## config.mk

```make
export PLATFORM = sky130hd
export DESIGN_NAME = pc_sequencer
export DESIGN_NICKNAME = d
export VERILOG_FILES = /design/src/rtl/pcseq_pkg.sv /design/src/rtl/pcseq_phase.sv /design/src/rtl/pcseq_arbiter.sv /design/src/rtl/pcseq_fsm.sv /design/src/rtl/pc_sequencer.sv
export SDC_FILE = /design/constraint.sdc
export NUM_CORES = 1
export LEC_CHECK = 0
export BUFFER_PORTS_ARGS = -buffer_cell sky130_fd_sc_hd__clkbuf_2
export CAP_MARGIN = 0
export CORE_MARGIN = 2
export CORE_UTILIZATION = 40
export DETAILED_ROUTE_END_ITERATION = 10
export GPL_TIMING_DRIVEN = 0
export PLACE_DENSITY_LB_ADDON = 0.1
export RECOVER_POWER = 25
export SYNTH_ARGS = -nofsm -noshare
export SYNTH_HDL_FRONTEND = slang
export SYNTH_SLANG_ARGS = --single-unit
```

## constraint.sdc

```tcl
create_clock -name clk -period 4.4 [get_ports clk]
set_input_delay 0.88 -clock clk [delete_from_list [all_inputs] [get_ports clk]]
set_output_delay 0.88 -clock clk [all_outputs]
set_load 0.05 [all_outputs]
```

## src/rtl/pcseq_pkg.sv

```systemverilog
package pcseq_pkg;

    // Source of the next fetch address, decided at the cycle boundary.
    typedef enum logic [2:0] {
        XF_NONE,
        XF_SKIP,
        XF_PCL,
        XF_JUMP,
        XF_CALL,
        XF_RET,
        XF_IRQ
    } xfer_e;

    // Occupancy of the execute slot.
    typedef enum logic [1:0] {
        ST_FILL,
        ST_RUN,
        ST_DUMMY
    } slot_e;

    // Decoded control strobes of the executing instruction.
    typedef struct packed {
        logic ret;
        logic call;
        logic jump;
        logic pcl;
        logic skip;
    } strobe_t;

endpackage

```

## src/rtl/pcseq_phase.sv

```systemverilog
module pcseq_phase #(
    parameter int PH_N = 4
) (
    input  logic            clk,
    input  logic            rst_n,
    output logic [PH_N-1:0] phase,
    output logic            boundary
);
    localparam int PH_W = (PH_N > 1) ? $clog2(PH_N) : 1;
    localparam logic [PH_W-1:0] LAST = PH_W'(PH_N - 1);

    logic [PH_W-1:0] cnt;

    always_ff @(posedge clk or negedge rst_n) begin
        if (!rst_n) begin
            cnt <= '0;
        end else if (cnt == LAST) begin
            cnt <= '0;
        end else begin
            cnt <= cnt + 1'b1;
        end
    end

    assign boundary = (cnt == LAST);

    for (genvar i = 0; i < PH_N; i++) begin : g_ph
        assign phase[i] = (cnt == PH_W'(i));
    end

endmodule

```

## src/rtl/pcseq_arbiter.sv

```systemverilog
module pcseq_arbiter
    import pcseq_pkg::*;
#(
    parameter int              PC_W    = 12,
    parameter int              LOW_W   = 8,
    parameter logic [PC_W-1:0] VEC_EXT = 'h004,
    parameter logic [PC_W-1:0] VEC_T0  = 'h008,
    parameter logic [PC_W-1:0] VEC_T1  = 'h00C
) (
    input  logic             slot_valid,
    input  strobe_t          stb,
    input  logic             irq_ext,
    input  logic             irq_t0,
    input  logic             irq_t1,
    input  logic [PC_W-1:0]  cur_pc,
    input  logic [PC_W-1:0]  target,
    input  logic [PC_W-1:0]  stack_top,
    input  logic [LOW_W-1:0] pcl_data,
    output xfer_e            kind,
    output logic [PC_W-1:0]  next_pc
);
    localparam int PAGE_W = PC_W - LOW_W;

    logic [PAGE_W-1:0] page;
    assign page = cur_pc[PC_W-1:LOW_W];

    // Interrupt entry outranks the instruction; the instruction strobes
    // count only while the execute slot holds a real instruction.
    always_comb begin
        kind    = XF_NONE;
        next_pc = cur_pc + PC_W'(1);
        if (irq_ext) begin
            kind    = XF_IRQ;
            next_pc = VEC_EXT;
        end else if (irq_t0) begin
            kind    = XF_IRQ;
            next_pc = VEC_T0;
        end else if (irq_t1) begin
            kind    = XF_IRQ;
            next_pc = VEC_T1;
        end else if (slot_valid) begin
            if (stb.ret) begin
                kind    = XF_RET;
                next_pc = stack_top;
            end else if (stb.call) begin
                kind    = XF_CALL;
                next_pc = target;
            end else if (stb.jump) begin
                kind    = XF_JUMP;
                next_pc = target;
            end else if (stb.pcl) begin
                kind    = XF_PCL;
                next_pc = {page, pcl_data};
            end else if (stb.skip) begin
                kind    = XF_SKIP;
                next_pc = cur_pc + PC_W'(1);
            end
        end
    end

endmodule

```

## src/rtl/pcseq_fsm.sv

```systemverilog
module pcseq_fsm
    import pcseq_pkg::*;
#(
    parameter int              PC_W    = 12,
    parameter logic [PC_W-1:0] VEC_RST = '0
) (
    input  logic            clk,
    input  logic            rst_n,
    input  logic            boundary,
    input  xfer_e           kind,
    input  logic [PC_W-1:0] next_pc,
    output logic            slot_valid,
    output logic            flush,
    output logic [PC_W-1:0] fetch_addr,
    output logic [PC_W-1:0] exec_pc,
    output logic            push,
    output logic [PC_W-1:0] push_addr,
    output logic            pop
);
    slot_e state, state_nx;
    logic  redirect;

    assign redirect = (kind != XF_NONE);

    // State register.
    always_ff @(posedge clk or negedge rst_n) begin
        if (!rst_n) begin
            state <= ST_FILL;
        end else begin
            state <= state_nx;
        end
    end

    // Transitions: advance (no transfer) or redirect (any transfer).
    always_comb begin
        state_nx = state;
        if (boundary) begin
            unique case (state)
                ST_FILL:  state_nx = redirect ? ST_DUMMY : ST_RUN;
                ST_RUN:   state_nx = redirect ? ST_DUMMY : ST_RUN;
                ST_DUMMY: state_nx = redirect ? ST_DUMMY : ST_RUN;
                default:  state_nx = ST_FILL;
            endcase
        end
    end

    assign slot_valid = (state == ST_RUN);
    assign flush      = !slot_valid;

    // Outputs and address registers.
    always_ff @(posedge clk or negedge rst_n) begin
        if (!rst_n) begin
            fetch_addr <= VEC_RST;
            exec_pc    <= VEC_RST;
            push       <= 1'b0;
            push_addr  <= '0;
            pop        <= 1'b0;
        end else begin
            push <= 1'b0;
            pop  <= 1'b0;
            if (boundary) begin
                fetch_addr <= next_pc;
                exec_pc    <= fetch_addr;
                if (kind == XF_CALL || kind == XF_IRQ) begin
                    push      <= 1'b1;
                    push_addr <= fetch_addr;
                end
                if (kind == XF_RET) begin
                    pop <= 1'b1;
                end
            end
        end
    end

endmodule

```

## src/rtl/pc_sequencer.sv

```systemverilog
module pc_sequencer
    import pcseq_pkg::*;
#(
    parameter int              PC_W    = 12,
    parameter int              LOW_W   = 8,
    parameter int              PH_N    = 4,
    parameter logic [PC_W-1:0] VEC_RST = 'h000,
    parameter logic [PC_W-1:0] VEC_EXT = 'h004,
    parameter logic [PC_W-1:0] VEC_T0  = 'h008,
    parameter logic [PC_W-1:0] VEC_T1  = 'h00C
) (
    input  logic             clk,
    input  logic             rst_n,
    input  logic             irq_ext,
    input  logic             irq_tmr0,
    input  logic             irq_tmr1,
    input  logic             do_skip,
    input  logic             do_pcl_wr,
    input  logic             do_jump,
    input  logic             do_call,
    input  logic             do_ret,
    input  logic [PC_W-1:0]  target,
    input  logic [PC_W-1:0]  stack_top,
    input  logic [LOW_W-1:0] pcl_data,
    output logic [PC_W-1:0]  fetch_addr,
    output logic [PC_W-1:0]  exec_pc,
    output logic             flush,
    output logic [PH_N-1:0]  phase,
    output logic             push,
    output logic [PC_W-1:0]  push_addr,
    output logic             pop
);
    logic            boundary;
    logic            slot_valid;
    xfer_e           kind;
    logic [PC_W-1:0] next_pc;
    strobe_t         stb;

    assign stb = '{ret: do_ret, call: do_call, jump: do_jump,
                   pcl: do_pcl_wr, skip: do_skip};

    pcseq_phase #(.PH_N(PH_N)) u_phase (
        .clk      (clk),
        .rst_n    (rst_n),
        .phase    (phase),
        .boundary (boundary)
    );

    pcseq_arbiter #(
        .PC_W    (PC_W),
        .LOW_W   (LOW_W),
        .VEC_EXT (VEC_EXT),
        .VEC_T0  (VEC_T0),
        .VEC_T1  (VEC_T1)
    ) u_arb (
        .slot_valid (slot_valid),
        .stb        (stb),
        .irq_ext    (irq_ext),
        .irq_t0     (irq_tmr0),
        .irq_t1     (irq_tmr1),
        .cur_pc     (fetch_addr),
        .target     (target),
        .stack_top  (stack_top),
        .pcl_data   (pcl_data),
        .kind       (kind),
        .next_pc    (next_pc)
    );

    pcseq_fsm #(
        .PC_W    (PC_W),
        .VEC_RST (VEC_RST)
    ) u_fsm (
        .clk        (clk),
        .rst_n      (rst_n),
        .boundary   (boundary),
        .kind       (kind),
        .next_pc    (next_pc),
        .slot_valid (slot_valid),
        .flush      (flush),
        .fetch_addr (fetch_addr),
        .exec_pc    (exec_pc),
        .push       (push),
        .push_addr  (push_addr),
        .pop        (pop)
    );

endmodule

```

-- After elaboration in Yosys (flattened, before gate mapping)
Cells that the tools add are included.
- bits in read-only memories: 0
- bits in registers: 42
- latch bits: 0
- RAM bits: 0
- memories: 0
- equal/unequal tests: 9
- add/sub/neg operators: 2
- divide/modulo/power cells: 0
- shift-type cells: 0
- order comparisons: 0
- mux-type cells: 24
- bitwise gates (word level): 0
- reduce and logical (&&, ||, !) cells: 8
- multiply operators: 0
- operators with widths (kind ; number):
    $mux W12 ; 8
    $mux W3 ; 8
    $add A12 B1 Y12 const B ; 1
    $eq A3 B3 Y1 const B ; 3
    $ne A8 B8 Y1 const B ; 1
    $eq A2 B2 Y1 const B ; 3
    $mux W2 ; 3
    $mux W1 ; 5
    $eq A2 B1 Y1 const B ; 2
    $logic_not A2 Y1 ; 2
    $reduce_and A2 Y1 ; 2
    $reduce_bool A3 Y1 ; 1
    $reduce_or A3 Y1 ; 1
    $add A2 B1 Y2 const B ; 1
    $logic_not A1 Y1 ; 1
    $logic_or A1 B1 Y1 ; 1

-- Depth between registers and ports, before layout
Gate-level depths: netlist of the first run.
- word-level depth: 13
- mapped depth: 8
- mapped depth without buffers: 6

-- Hierarchy
A second synthesis of the first run with hierarchy kept.
- cells, all modules: 236
- area, all modules: 2576.2 sq um
- modules (own cells, without submodules) (module ; cells each ; area an instance (sq um) ; sequential area each (sq um) ; instances):
    pcseq_fsm ; 91 ; 1572.8 ; 1001.0 ; 1
    pcseq_arbiter ; 135 ; 884.6 ; 0.0 ; 1
    pcseq_phase ; 10 ; 118.9 ; 50.0 ; 1

-- Worst setup path before layout of the first run
No wires, ideal clock.
- path kind: input port to flip-flop
- start point: in irq_tmr1
- end point: reg u_fsm.push_addr[10]
- required time: 4.272 ns
- path buffers: 2
- cell stages on the path: 5
- arrival: 2.161 ns
- path slack: 2.112 ns
- cell sequence: or3_1 > buf_2 > o21ai_4 > buf_2 > mux2_1
- cells in the longest elaborated chain, start to end: 6
- elaborated cells on any way between the ends: 7
- those cells by class: 2 x eq/ne; 3 x mux; 2 x reduce/logical
- RTL lines (what ; RTL line ; RTL):
    start, declared ; pc_sequencer.sv:16 ; input logic irq_tmr1,
    $mux W3 * ; pcseq_arbiter.sv:38 ; end else if (irq_t1) begin
    $mux W3 * ; pcseq_arbiter.sv:35 ; end else if (irq_t0) begin
    $mux W3 * ; pcseq_arbiter.sv:32 ; if (irq_ext) begin
    $eq A3 B3 Y1 ; pcseq_fsm.sv:64 ; if (kind == XF_CALL || kind == XF_IRQ) begin
    $logic_or A1 B1 Y1 * ; pcseq_fsm.sv:64 ;
    $reduce_and A2 Y1 (no line) * ; - ;
    end signal, assigned ; pcseq_fsm.sv:66 ; push_addr <= fetch_addr;
    end, declared ; pcseq_fsm.sv:17 ; output logic [PC_W-1:0] push_addr,
Every way passes the cells marked *; elsewhere a longest branch is shown, timed or not.
A chain may end at the register's enable or synchronous reset.

-- Worst setup path after layout of the first run
- start point: reg u_fsm.state[0]
- end point: out flush
- cells in the longest elaborated chain, start to end: 2
- RTL lines (what ; RTL line ; RTL):
    start, declared ; pcseq_fsm.sv:20 ; slot_e state, state_nx;
    start signal, assigned ; pcseq_fsm.sv:30 ; state <= state_nx;
    $eq A2 B1 Y1 ; pcseq_fsm.sv:47 ; assign slot_valid = (state == ST_RUN);
    $logic_not A1 Y1 ; pcseq_fsm.sv:48 ; assign flush = !slot_valid;
    end, declared ; pc_sequencer.sv:27 ; output logic flush,
Every way passes these cells.

==> impl_metrics.json, run 1 <==
{
  "outcome": "finished with violations",
  "violations": "capacitance limit, slew limit",
  "rsz0062_at_grt": "no",
  "path_max_fanout": 10,
  "hold_depth": 2,
  "critical_path_buf_inv_count": 4,
  "hold_class": "register to register",
  "synth-seq-cells": 42,
  "grt_pass1_wl_um": 10600,
  "total_power_uw": 741,
  "pwr_density_cell_mw_per_mm2": 248,
  "finalNonFillerCells": 418,
  "vias": 2256,
  "initial_utilization": 0.409,
  "synth_top_family_by_area": "compound AO/OA/AOI/OAI gates",
  "path_class": "register to primary output",
  "yosys.area.top_type_share": 0.439,
  "core_area_mm2": 0.00585,
  "nets": 390,
  "setup_viol": 0,
  "seq_area_mm2": 0.00105,
  "pin_count": 85,
  "crit_chain": "nor2b_1 > buf_2 > inv_2 > buf_2 > clkbuf_2",
  "cts_tree": "built",
  "worstMarginPinSlew_ns": 2.24,
  "leakage_nw": 1.45,
  "dpl_cell_area_mm2": 0.00291,
  "cap_violations": 1,
  "crit_required_ns": 3.52,
  "syn-cell-area_mm2": 0.00239,
  "grt_max_degree": 43,
  "post-place-cells": 411,
  "max_slew_margin": -0.492,
  "fp.dieH_um": 81.4,
  "synth-compound-area-share": 0.189,
  "syn_avg_cell_area_um2": 9.50,
  "antenna_cells": 0,
  "synth_xor_area_frac": 0.0146,
  "multi_input_area_mm2": 0.00123,
  "place_congestion": 0.887,
  "fin_hold_ws_ns": 0.489,
  "critPathArrivalTime_ns": 1.66,
  "die_w_um": 81.4,
  "yosys_warnings": 0,
  "cts_setup_buffers": 0,
  "fin_crit_ns": 2.54,
  "finalSetupTns_ns": 0,
  "drt_first_iter_violations": 106,
  "postCtsHoldBufs": 0,
  "clk_pin_slew_worst_paths_ns": 0.08,
  "synthArstFlopShare": 1.00,
  "num_rows": 28,
  "endpoint_kind": "primary output",
  "synth-edff-count": 0,
  "grt_overflow": 0,
  "yosys.area.top_type": "dfrtp_1",
  "cp_top_family": "buffers and inverters",
  "synth-adder-area-share": 0.0261,
  "post_cts_resized": 0,
  "worstRegToRegCells": 7,
  "htree_levels": 2,
  "drv_slew": 43,
  "antenna_found_initial": 0,
  "yosys.area_share.simple": 0.179,
  "drive_gt1_frac": 0.370,
  "start_kind": "register",
  "synth_mux_area_frac": 0.107,
  "syn_inst": 252,
  "area_growth_pct": 24.7,
  "place_ws_ns": 1.74,
  "dieArea_mm2": 0.00662,
  "finalHoldViolations": 0,
  "yosysSeqAreaShare": 0.439,
  "grt_usage": 0.214,
  "synth_cell_types": 54,
  "fillerInstances": 551,
  "skew_ns": 0.00415,
  "cts_root_buf": "clkbuf_8",
  "ir_drop_mv": 0.0934,
  "numCtsBuffers": 5,
  "antenna_left": 0,
  "wl_um": 6720,
  "layout_setup_ws_ns": 1.86,
  "grt_pass1_vias": 2141,
  "dp_hpwl_um": 5100,
  "crit_top_cell": "buf_2",
  "cts_sinks": 42,
  "min_period_over_period": 0.577,
  "port_buffers": 84,
  "critical-path-max-stage-delay_ns": 0.42,
  "wl_per_cell_um": 16.1,
  "cts_max_path_buffers": 2,
  "yosys-top-cells-area": "dfrtp_1 (44%), mux2_2 (9.4%), a21oi_1 (4.8%), o21ai_0 (3.8%), nand2_1 (3.1%)",
  "cp.depth": 5,
  "synth.net_count": 299,
  "stdcell_area_mm2": 0.00299,
  "crit_path_top_delay_cell": "dfrtp_1",
  "dr.pass1.iters": 4,
  "vias_per_cell": 5.40,
  "clk_latency_ns": 0.29,
  "fin_util": 0.510,
  "drc": 0,
  "fmax_ghz": 0.394,
  "synth_ff_type": "dfrtp_1"
}
==> kinds of logic after synthesis <==
logic type                 Yosys count
buffers and inverters               26
and+or+nand+nor                     81
muxes                               23
xor gates and xnor gates             4
AOI/OAI and AO/OA                   71
adders and majority gates            5
DFF                                 42
==> cell type report <==
class                           count  share of cell area
Buffer                             14              0.0214
Clock buffer                        5              0.0230
Clock inverter                      2             0.00335
Inverter                           12              0.0151
Multi-Input combinational cell    184               0.413
Sequential cell                    42               0.352
Tap cell                           75              0.0314
Timing Repair Buffer               84               0.140
==> layer usage <==
layer  share of wire  GRT usage
met2            0.45      0.330
met3           0.056     0.0333
met5               0          0
met4           0.014     0.0763
met1            0.48      0.305
==> synthesized netlist by cell type (2+ instances only) <==
| cell | count |
|---|---|
| mux2i_1 | 2 |
| o311ai_0 | 2 |
| nand2b_1 | 2 |
| xnor2_1 | 4 |
| o31ai_1 | 2 |
| a211oi_1 | 6 |
| o21ai_1 | 3 |
| dfrtp_1 | 42 |
| nor2_1 | 16 |
| buf_2 | 6 |
| and3_1 | 5 |
| inv_2 | 2 |
| a31oi_1 | 2 |
| o21ai_0 | 18 |
| or3_1 | 2 |
| nand3_1 | 10 |
| nor3b_1 | 3 |
| inv_1 | 10 |
| mux2_2 | 20 |
| nor2b_1 | 2 |
| nor3_1 | 7 |
| a21oi_1 | 23 |
| clkbuf_1 | 6 |
| ha_1 | 5 |
| nand2_1 | 20 |
| or4_1 | 4 |
==> placed cells by master, fill, tap and decap left out, drive strengths merged, types with 6 or more instances in the layout <==
| cell | instances |
|---|---|
| nand3 | 11 |
| dfrtp | 42 |
| a21oi | 23 |
| nor2 | 17 |
| nor3 | 7 |
| inv | 12 |
| nand2 | 20 |
| clkbuf | 95 |
| mux2 | 21 |
| buf | 8 |
| a211oi | 6 |
| o21ai | 22 |
==> worst paths after layout <==
| check | start | end | slack (ns) |
|---|---|---|---|
| setup / recovery | u_fsm.state[0] | flush | 1.86 |
| min in group asynchronous | rst_n | u_fsm.fetch_addr[8] | 1.25 |
| hold reg to reg | u_fsm.push_addr[1] | u_fsm.push_addr[1] | 0.49 |
| max in group asynchronous | rst_n | u_fsm.exec_pc[1] | 1.88 |
| setup reg to reg | u_phase.cnt[0] | u_fsm.fetch_addr[11] | 1.89 |
| hold / removal | u_fsm.push_addr[1] | u_fsm.push_addr[1] | 0.49 |
==> tightest hold or removal path, stage by stage, from the launching register on <==
cell and delay (ns):
dfrtp_1 0.35, nand2_1 0.05, o21ai_0 0.06
==> registers in the layout, indices dropped and copies added, names as in the netlist <==
| register | count |
|---|---|
| u_fsm.exec_pc | 12 |
| u_fsm.fetch_addr | 12 |
| u_fsm.state | 2 |
| u_fsm.push | 1 |
| u_phase.cnt | 2 |
| u_fsm.pop | 1 |
| u_fsm.push_addr | 12 |
==> where the power goes <==
group	total [mW]	internal (mW)	switching (mW)
Sequential	0.401	0.393	0.00796
Combinational	0.103	0.0349	0.0686
Clock	0.237	0.107	0.130
Total	0.741	0.535	0.207
No activity file was read; power rests on OpenSTA's default activity.
==> inputs of run 2 (changes only) <==
--- a/config.mk
+++ b/config.mk
@@ -5,6 +5,7 @@
 export SDC_FILE = /design/constraint.sdc
 export NUM_CORES = 1
 export LEC_CHECK = 0
+export ABC_AREA = 1
 export BUFFER_PORTS_ARGS = -buffer_cell sky130_fd_sc_hd__clkbuf_2
 export CAP_MARGIN = 0
 export CORE_MARGIN = 2
==> constraint.sdc (replaced) <==
create_clock -name clk -period 2.6 [get_ports clk]
set_input_delay 0.52 -clock clk [delete_from_list [all_inputs] [get_ports clk]]
set_output_delay 0.52 -clock clk [all_outputs]
set_load 0.05 [all_outputs]
==> run 2 against run 1 <==
Compared with the run above:
- the flow now finishes without violations
- register-to-register slack got worse by 1.2 ns
- first-iteration DRC count fell by 29%
- worst setup slack got worse by 1.4 ns
- wire length rose by 0.30%
- hold slack got worse by 0.10 ns
- via count rose by 6.9%
- clock-buffer cell count rose by 1
- synthesized cell count rose by 37%
- total power rose by 72%
- non-clock buffer count fell by 2
- synthesized area rose by 6.4%
- largest power group unchanged
==> impl_metrics.json, run 2 <==
{
  "outcome": "finished, final reports clean",
  "dr.pass1.iters": 4,
  "pin_count": 85,
  "path_class": "register to primary output",
  "fp.dieH_um": 83.8,
  "synth.net_count": 391,
  "yosys_warnings": 0,
  "mostFrequentLayoutCells": "nand2_1 (109), clkbuf_2 (84), dfrtp_1 (42), inv_1 (36), o21ai_0 (31)",
  "numCtsBuffers": 5,
  "pwr_density_cell_mw_per_mm2": 404,
  "yosys.area.top_type": "dfrtp_1",
  "finalHoldViolations": 0,
  "grt_pass1_vias": 2378,
  "fillerInstances": 675,
  "post-place-cells": 505,
  "min_period_over_period": 0.835,
  "path_max_fanout": 10,
  "pwr-share-seq": 0.526,
  "dpl_cell_area_mm2": 0.00306,
  "fin_hold_ws_ns": 0.388,
  "drt_first_iter_violations": 75,
  "p_clk_frac": 0.346,
  "hold_class": "primary input to async pin",
  "grt_usage": 0.202,
  "fmax_ghz": 0.461,
  "syn-cell-area_mm2": 0.00255,
  "initial_utilization": 0.408,
  "place_congestion": 0.826,
  "combPwrFrac": 0.128,
  "synthArstFlopShare": 1.00,
  "yosysSeqAreaShare": 0.413,
  "power.switching_uw": 347,
  "leakage_nw": 1.68,
  "drv_slew": 0,
  "ir_drop_mv": 0.288,
  "skew_ns": 0.00604,
  "postCtsHoldBufs": 0,
  "wl_um": 6740,
  "place_ws_ns": 0.670,
  "worstMarginPinSlew_ns": 1.05,
  "start_kind": "register",
  "yosys-top-cells-area": "dfrtp_1 (41%), nand2_1 (16%), o21ai_0 (6.1%), inv_1 (5.3%), nor2_1 (4.1%)",
  "cts_root_buf": "clkbuf_8",
  "cts_tree": "built",
  "reg.largest.list": "u_fsm.exec_pc x12, u_fsm.fetch_addr x12, u_fsm.push_addr x12",
  "area_growth_pct": 24.0,
  "antenna_left": 0,
  "cts_max_path_buffers": 2,
  "rsz0062_at_grt": "no",
  "syn_inst": 344,
  "finalNonFillerCells": 513,
  "yosys.area.top_type_share": 0.413,
  "grt_max_degree": 43,
  "critPathArrivalTime_ns": 1.65,
  "antenna_cells": 0,
  "post_cts_resized": 0,
  "htree_levels": 2,
  "drc": 0,
  "grt_pass1_wl_um": 11500,
  "grt_overflow": 0,
  "wl_per_cell_um": 13.1,
  "endpoint_kind": "primary output",
  "nets": 482,
  "cts_sinks": 42,
  "dp_hpwl_um": 5260,
  "final_common_cell": "nand2_1",
  "vias": 2412,
  "antenna_found_initial": 0,
  "syn_avg_cell_area_um2": 7.41,
  "max_slew_margin": 0.301,
  "dieArea_mm2": 0.00702,
  "setup_viol": 0,
  "clk_pin_slew_worst_paths_ns": 0.08,
  "num_rows": 29,
  "core_area_mm2": 0.00624,
  "swShare": 0.272,
  "die_w_um": 83.8,
  "port_buffers": 84,
  "cap_violations": 0,
  "stdcell_area_mm2": 0.00316,
  "synth-seq-cells": 42,
  "synth-edff-count": 0,
  "total_power_mw": 1.28,
  "vias_per_cell": 4.70,
  "clk_latency_ns": 0.29,
  "cts_setup_buffers": 0,
  "layout_setup_ws_ns": 0.429,
  "synth_cell_types": 33,
  "finalSetupTns_ns": 0,
  "synthTopCellsByCount": "nand2_1 (109), dfrtp_1 (42), inv_1 (36)",
  "synth_ff_type": "dfrtp_1",
  "fin_util": 0.506,
  "crit_required_ns": 2.08,
  "drive_gt1_frac": 0.303,
  "synth_most_common_cell": "nand2_1",
  "p_int_uw": 930,
  "fin_crit_ns": 2.17
}
-- run 2: cell type report --
cell class	instances	area [µm²]	area share
Multi-Input combinational cell	252	1270	0.402
Sequential cell	42	1050	0.333
Timing Repair Buffer	84	420	0.133
Inverter	38	143	0.0451
Tap cell	77	96.3	0.0305
Buffer	12	85.1	0.0269
Clock buffer	6	82.6	0.0261
Clock inverter	2	12.5	0.00396
-- run 2: worst max-delay path: stages, from the launching register on --
cell	delay (ns)
dfrtp_1	0.43
nor2_4	0.25
inv_2	0.08
buf_6	0.15
buf_2	0.18
clkbuf_2	0.25
-- run 2: kinds of logic after synthesis --
family | count (synthesis) | synth area share
and+or+nand+nor | 173 | 0.292
adders and majority gates | 5 | 0.0246
xor gates and xnor gates | 2 | 0.00688
buffers and inverters | 50 | 0.0894
AOI/OAI and AO/OA | 72 | 0.175
DFF | 42 | 0.413
-- run 2: path summary, 6_finish.rpt --
check                      slack, ns             start  cells past startpoint                   end
setup / recovery                0.43    u_fsm.state[1]                      5                 flush
hold / removal                  0.39             rst_n                      1    u_fsm.push_addr[2]
setup reg to reg                0.67    u_phase.cnt[0]                      7  u_fsm.fetch_addr[10]
hold reg to reg                 0.49  u_fsm.exec_pc[0]                      2      u_fsm.exec_pc[0]
max in group asynchronous       1.56             rst_n                      1  u_fsm.fetch_addr[10]
min in group clk                0.49  u_fsm.exec_pc[0]                      2      u_fsm.exec_pc[0]
-- run 2: routing by layer --
metal | global-route usage | vias to the layer above | share of wire
met5 | 0 | - | 0
met4 | 0.0543 | 0 | 0.017
met3 | 0.0396 | 9 | 0.057
met1 | 0.288 | 1042 | 0.51
li1 | - | 1279 | -
met2 | 0.315 | 82 | 0.42
-- run 2: power by group through the flow --
stage | combinational (mW) | sequential (mW) | clock [mW]
6_report | 0.163 | 0.672 | 0.442
2_1_floorplan | 0.0601 | 0.716 | 0
3_3_place_gp | 0.164 | 0.685 | 0
4_1_cts | 0.165 | 0.672 | 0.458
5_1_grt | 0.181 | 0.673 | 0.494
3_5_place_dp | 0.164 | 0.684 | 0
